$ cat src/rtl/nibrf_pkg.sv
package nibrf_pkg;
  parameter int unsigned NRF_ENTRIES = 8;
  parameter int unsigned NRF_NIB_W   = 4;
  parameter int unsigned NRF_WORD_W  = NRF_ENTRIES * NRF_NIB_W;

  // write source chosen for one register in a cycle
  typedef enum logic [1:0] {
    SRC_HOLD   = 2'd0,
    SRC_WIDE   = 2'd1,
    SRC_NARROW = 2'd2
  } wr_src_e;
endpackage

$ cat src/rtl/nibrf_cell.sv
module nibrf_cell #(
  parameter int unsigned NIB_W = 4
) (
  input  logic             clk_i,
  input  logic             rst_ni,
  input  logic             nwr_en_i,
  input  logic [NIB_W-1:0] nwr_nib_i,
  input  logic             wwr_en_i,
  input  logic [NIB_W-1:0] wwr_nib_i,
  output logic [NIB_W-1:0] view_o
);
  import nibrf_pkg::*;

  wr_src_e          src;
  logic [NIB_W-1:0] q, d;

  // narrow port has priority over the wide port
  always_comb begin
    if (nwr_en_i)      src = SRC_NARROW;
    else if (wwr_en_i) src = SRC_WIDE;
    else               src = SRC_HOLD;
  end

  always_comb begin
    unique case (src)
      SRC_NARROW: d = nwr_nib_i;
      SRC_WIDE:   d = wwr_nib_i;
      default:    d = q;
    endcase
  end

  always_ff @(posedge clk_i or negedge rst_ni) begin
    if (!rst_ni) q <= '0;
    else         q <= d;
  end

  // write-through view: the value the register will hold after this edge
  assign view_o = d;
endmodule

$ cat src/rtl/nibrf_rd_gate.sv
module nibrf_rd_gate #(
  parameter int unsigned W = 4
) (
  input  logic         en_i,
  input  logic [W-1:0] d_i,
  output logic [W-1:0] d_o
);
  assign d_o = en_i ? d_i : '0;
endmodule

$ cat src/rtl/nibrf_split.sv
module nibrf_split #(
  parameter int unsigned ENTRIES = nibrf_pkg::NRF_ENTRIES,
  parameter int unsigned NIB_W   = nibrf_pkg::NRF_NIB_W,
  localparam int unsigned WORD_W = ENTRIES * NIB_W
) (
  input  logic               clk_i,
  input  logic               rst_ni,
  input  logic [ENTRIES-1:0] nrd_en_i,
  output logic [WORD_W-1:0]  nrd_data_o,
  input  logic [ENTRIES-1:0] nwr_en_i,
  input  logic [WORD_W-1:0]  nwr_data_i,
  input  logic               wrd_en_i,
  output logic [WORD_W-1:0]  wrd_data_o,
  input  logic               wwr_en_i,
  input  logic [WORD_W-1:0]  wwr_data_i
);
  logic [WORD_W-1:0] view_word;

  for (genvar g = 0; g < ENTRIES; g++) begin : g_ent
    nibrf_cell #(.NIB_W(NIB_W)) u_cell (
      .clk_i     (clk_i),
      .rst_ni    (rst_ni),
      .nwr_en_i  (nwr_en_i[g]),
      .nwr_nib_i (nwr_data_i[g*NIB_W +: NIB_W]),
      .wwr_en_i  (wwr_en_i),
      .wwr_nib_i (wwr_data_i[g*NIB_W +: NIB_W]),
      .view_o    (view_word[g*NIB_W +: NIB_W])
    );

    nibrf_rd_gate #(.W(NIB_W)) u_nrd (
      .en_i (nrd_en_i[g]),
      .d_i  (view_word[g*NIB_W +: NIB_W]),
      .d_o  (nrd_data_o[g*NIB_W +: NIB_W])
    );
  end

  nibrf_rd_gate #(.W(WORD_W)) u_wrd (
    .en_i (wrd_en_i),
    .d_i  (view_word),
    .d_o  (wrd_data_o)
  );
endmodule

$ cat config.mk
export PLATFORM = sky130hd
export DESIGN_NAME = nibrf_split
export DESIGN_NICKNAME = d
export VERILOG_FILES = /design/src/rtl/nibrf_pkg.sv /design/src/rtl/nibrf_cell.sv /design/src/rtl/nibrf_rd_gate.sv /design/src/rtl/nibrf_split.sv
export SDC_FILE = /design/constraint.sdc
export NUM_CORES = 1
export LEC_CHECK = 0
export ABC_AREA = 1
export BUFFER_PORTS_ARGS = -buffer_cell sky130_fd_sc_hd__clkbuf_2
export CORE_ASPECT_RATIO = 0.6
export CORE_MARGIN = 3
export CORE_UTILIZATION = 41
export CTS_CLUSTER_SIZE = 12
export DETAILED_ROUTE_END_ITERATION = 10
export GPL_TIMING_DRIVEN = 0
export PLACE_DENSITY_LB_ADDON = 0.1
export SYNTH_ARGS = -nofsm -noshare
export SYNTH_HDL_FRONTEND = slang
export SYNTH_SLANG_ARGS = --single-unit
$ cat constraint.sdc
create_clock -name clk_i -period 1.4 [get_ports clk_i]
set_clock_uncertainty 0.2 [all_clocks]
set_input_delay 0.28 -clock clk_i [delete_from_list [all_inputs] [get_ports clk_i]]
set_output_delay 0.28 -clock clk_i [all_outputs]
set_load 0.03 [all_outputs]
[After elaboration in Yosys (flattened, before gate mapping)]
Cells that the tools add are included.
Widths: inputs -> output; s select.
Word-level totals
  logic and storage cells: 50
  RAM bits: 0
  output and inout port bits: 64
  input port bits: 84
  bits in read-only memories: 0
  memories kept: 0
  bits in registers: 32
  bits in latches: 0
Cells by class
  equal/unequal tests: 16
  $lt $le $gt $ge: 0
  add/subtract/negate cells: 0
  shifts and indexed selects: 0
  multiplexer cells: 26
  bitwise operators: 0
  div/mod/pow operators: 0
  $mul: 0
  reduce and logical (&&, ||, !) cells: 0
Operator list (count)
  $pmux 4 s2: 8
  $mux 32: 1
  $mux 4: 8
  $eq 2x1->1 const B: 8
  $eq 2x2->1 const B: 8
  $mux 2: 8
  $mux 1: 1

[Longest topological paths before layout]
  word-level depth: 5
  gate-level depth with buffers: 6
  gate-level depth less buffers: 5

[Modules after synthesis]
A second synthesis with hierarchy kept.
Second synthesis, totals
  cell total of the unflattened synthesis: 307
  area total of the unflattened synthesis: 1935.6 µm²
Modules (own cells, without submodules)
  nibrf_cell: area an instance 177.7 µm², times used 8, cells each 22, sequential area each 100.1 µm²
  nibrf_rd_gate at u_wrd: area an instance 274.0 µm², times used 1, cells each 67, sequential area each 0.0 µm²
  nibrf_rd_gate at g_ent[0].u_nrd ...: area an instance 30.0 µm², times used 8, cells each 8, sequential area each 0.0 µm²

[Worst setup path after synthesis]
Ideal clock, no wire load.
  kind: input to output
  from: input wwr_en_i
  to: output wrd_data_o[10]
  buffers on the path: 1
  data required time: 0.920 ns
  slack: -0.070 ns
  arrival time: 0.990 ns
  stages on the path: 6
  cells stage by stage: buf_4 nor2_2 nand2_1 nand3_2 nand2_1 inv_1
Between the ends
  longest elaborated chain between the ends: 5
Ends and longest elaborated chain
  start, declared: line nibrf_split.sv:14  | input logic wwr_en_i,
  $mux 1 (*): line nibrf_cell.sv:20  | else if (wwr_en_i) src = SRC_WIDE;
  $mux 2 (*): line nibrf_cell.sv:19  | if (nwr_en_i) src = SRC_NARROW;
  $eq 2x1->1 / $eq 2x2->1 (equally long branches): line nibrf_cell.sv:25  | unique case (src)
  $pmux 4 s2 (*): line nibrf_cell.sv:25
  $mux 32 (*): line nibrf_rd_gate.sv:8  | assign d_o = en_i ? d_i : '0;
  end, declared: line nibrf_split.sv:13  | output logic [WORD_W-1:0] wrd_data_o,
Every way passes the cells marked *; elsewhere a longest branch is shown, timed or not.

==> flow_summary_export.csv <==
group,metric,value,unit
synth,synth-seq-cells,32,
placed_design,dp_cells,520,
synth,synth.distinct_cells,10,
drt,first_pass_iters,5,
drt,drt_iter0_drc,130,
drt,wl_per_cell,16.2,um
finish,finalNetCount,584,
setup_path,crit_chain,"nand2_1 > nand3_2 > nand2_2 > inv_2 > buf_8",
setup_path,crit_slowest_cell,"dfrtp_1",
timing,worst_slew_pin_slew,0.444,ns
synth,synth.cells.most_frequent,"128 x nand2_1, 72 x inv_1, 40 x nand3_1",
placed_design,dp_hpwl,5030,um
timing,finalMaxSlewViolations,0,
timing,maxSlewHeadroom,0.704,
timing,finalSetupViolations,64,
drt,drtAntennaViolNets,0,
synth,yosys.area.top_type,"dfrtp_1",
run,cap_violations,0,
setup_path,worst-path-stages,5,
drt,vias,2843,
grt,gr-total-overflow,0,
placed_design,globalplace.congestion,0.843,
timing,max_freq,0.616,GHz
placed_design,dpl_cell_area,0.00289,sq mm
synth,synth_edf_count,0,
pwr,power_density,852,mW/mm^2
die,core,0.00473,sq mm
die,rows,19,
drt,drc,0,
setup_path,path_class,"reg2out",
finish,final_cell_area,0.00419,sq mm
synth,synth_compound_area_frac,0,
min_path,hp-start,"nwr_data_i[10]",
grt,grt_pass1_wl,12400,um
grt,grt_max_degree,33,
synth,synthCells,311,
finish,layoutNonFillerInstCount,564,
drt,post_drt_via_cell_ratio,5.04,
grt,grt_antenna_before_repair,0,
clocking,insertion_delay,0.28,ns
die,start_util,0.440,
clocking,cts_buffers,5,
synth,synth_top_area_frac,0.385,
min_path,hold_depth,3,
clocking,cts_tree,"done",
die,fp.dieW,98.0,um
synth,synth_area_leaders,"dfrtp_1 38%, nand2_1 23%, inv_1 13%, nand3_2 12%, nand3_1 9.6%",
synth,synth.most_common_cell,"nand2_1",
synth,avgSynthCellArea,6.69,sq um
setup_path,path_buf_inv,2,
finish,fillCellCount,230,
clocking,cts-root-buf,"clkbuf_8",
status,outcome,"finished with violations",
grt,track_usage,0.265,
synth,syn_area,0.00208,sq mm
finish,post-route-util,0.886,
synth,synth_top_flop_cell,"dfrtp_1",
setup_path,worstPathArrival,1.14,ns
setup_path,reg2reg_depth,6,
drt,routed_wl,9140,um
synth,synth_top_family_by_area,"simple AND/OR/NAND/NOR gates",
timing,setup_ws,-0.223,ns
synth,syn-num-nets,395,
grt,grt_pass1_vias,2724,
min_path,hold_class,"in2reg",
synth,synth-seq-area-share,0.385,
setup_path,worstPathRequired,0.92,ns
timing,grt_setup_unrepaired,"true",
setup_path,crit_path_max_incr_delay,0.40,ns
die,boundaryPins,148,
synth,synth_async_sr_flop_share,1.00,
timing,whs,0.0700,ns
pwr,peakVddDrop,508,uV
setup_path,crit_family,"flip-flops",
setup_path,worst_setup_path_end_kind,"primary output",
clocking,h-tree-depth,2,
timing,min_period,1.62,ns
timing,hold_viol_final,0,
die,chipHeight,61.2,um
clocking,cts_sinks,32,
synth,synth-simple-area-share,0.469,
synth,yosys.area_share.adder,0,
setup_path,crit_path_max_fanout,3,
status,violations,"setup timing",
synth,yosys.area_share.xor_xnor,0,
synth,synth_mux_area_frac,0,
placed_design,port_buffers,146,
setup_path,start_kind,"flip-flop",
die,die_area,0.00599,sq mm
synth,yosysWarnings,0,
clocking,clock_tree.buffer_depth,2,
timing,fin_crit_sh,1.16,
setup_path,r2r_setup_slack,0.06,ns
finish,drive_gt1_frac,0.715,
pwr,p_leak,0.00249,uW
finish,areaGrowthSynthToFinish,102,%
clocking,clk_pin_slew,0.07,ns
finish,antenna_cells,0,
worst min-delay path: stages:
cell      delay, ns
clkbuf_2       0.08
nand2_1        0.05
nand3_2        0.09
layout by cell type, fill, tap and decap left out:
master / instances
buf_4: 32
dlygate4sd3_1: 1
nand3_2: 30
nand2_1: 73
nand3_4: 3
clkbuf_2: 81
nor2_4: 8
bufinv_16: 1
buf_6: 4
clkbuf_4: 3
buf_2: 4
nand2_2: 55
inv_1: 6
nand3_1: 31
clkbuf_8: 10
dfrtp_1: 32
inv_2: 66
buf_8: 61
cell type report:
| type | count | area (sq um) | area share |
|---|---|---|---|
| clock buffers | 7 | 96.3 | 0.0230 |
| flip-flops and latches | 32 | 801 | 0.191 |
| repair buffers | 182 | 1650 | 0.395 |
| multi-input cells | 200 | 1220 | 0.290 |
| inverters | 72 | 270 | 0.0645 |
| plain buffers | 7 | 46.3 | 0.0110 |
| well taps | 63 | 78.8 | 0.0188 |
| clock inverters | 1 | 30.0 | 0.00716 |
worst max-delay path by stage:
| stage | to | startpoint | slack, ns |
|---|---|---|---|
| 6_report | nrd_data_o[14] | flip-flop | -0.22 |
| 5_1_grt | wrd_data_o[0] | flip-flop | -0.27 |
| 4_1_cts | nrd_data_o[9] | flip-flop | -0.19 |
| 3_5_place_dp | wrd_data_o[14] | wrd_en_i | -0.32 |
| 3_3_place_gp | wrd_data_o[20] | wrd_en_i | -0.31 |
| 2_1_floorplan | wrd_data_o[10] | wwr_en_i | -0.01 |
stage by stage:
stage | setup WS (ns) | setup TNS, ns | power [uW]
2_1_floorplan | -0.0112 | -0.267 | 1650
3_3_place_gp | -0.307 | -14.40 | 1990
3_5_place_dp | -0.322 | -15.11 | 2000
4_1_cts | -0.193 | -9.96 | 3330
5_1_grt | -0.272 | -14.35 | 3730
6_report | -0.223 | -10.85 | 3570
cell families after synthesis:
| family | Yosys count |
|---|---|
| flops | 32 |
| buf+inv | 79 |
| simple gates | 200 |
report_power, final:
part | internal, uW | leakage, uW | switching [uW]
logic | 698 | 0.00204 | 851
clock network | 628 | 0.0000645 | 358
registers | 1010 | 0.000388 | 26.9
routing by layer:
layer	global-route usage	share of wire
met1	0.323	0.38
met2	0.474	0.51
met3	0.0769	0.087
met4	0.0690	0.019
met5	0	0
what timing repair did:
item	CTS	global route
setup endpoints to repair	64	99
resized for setup	154	122
buffers inserted	30	9
hold buffers	1	0
pin swaps	20	37
endpoints found under the hold margin	32	0
Power figures use the tool's default switching activity.
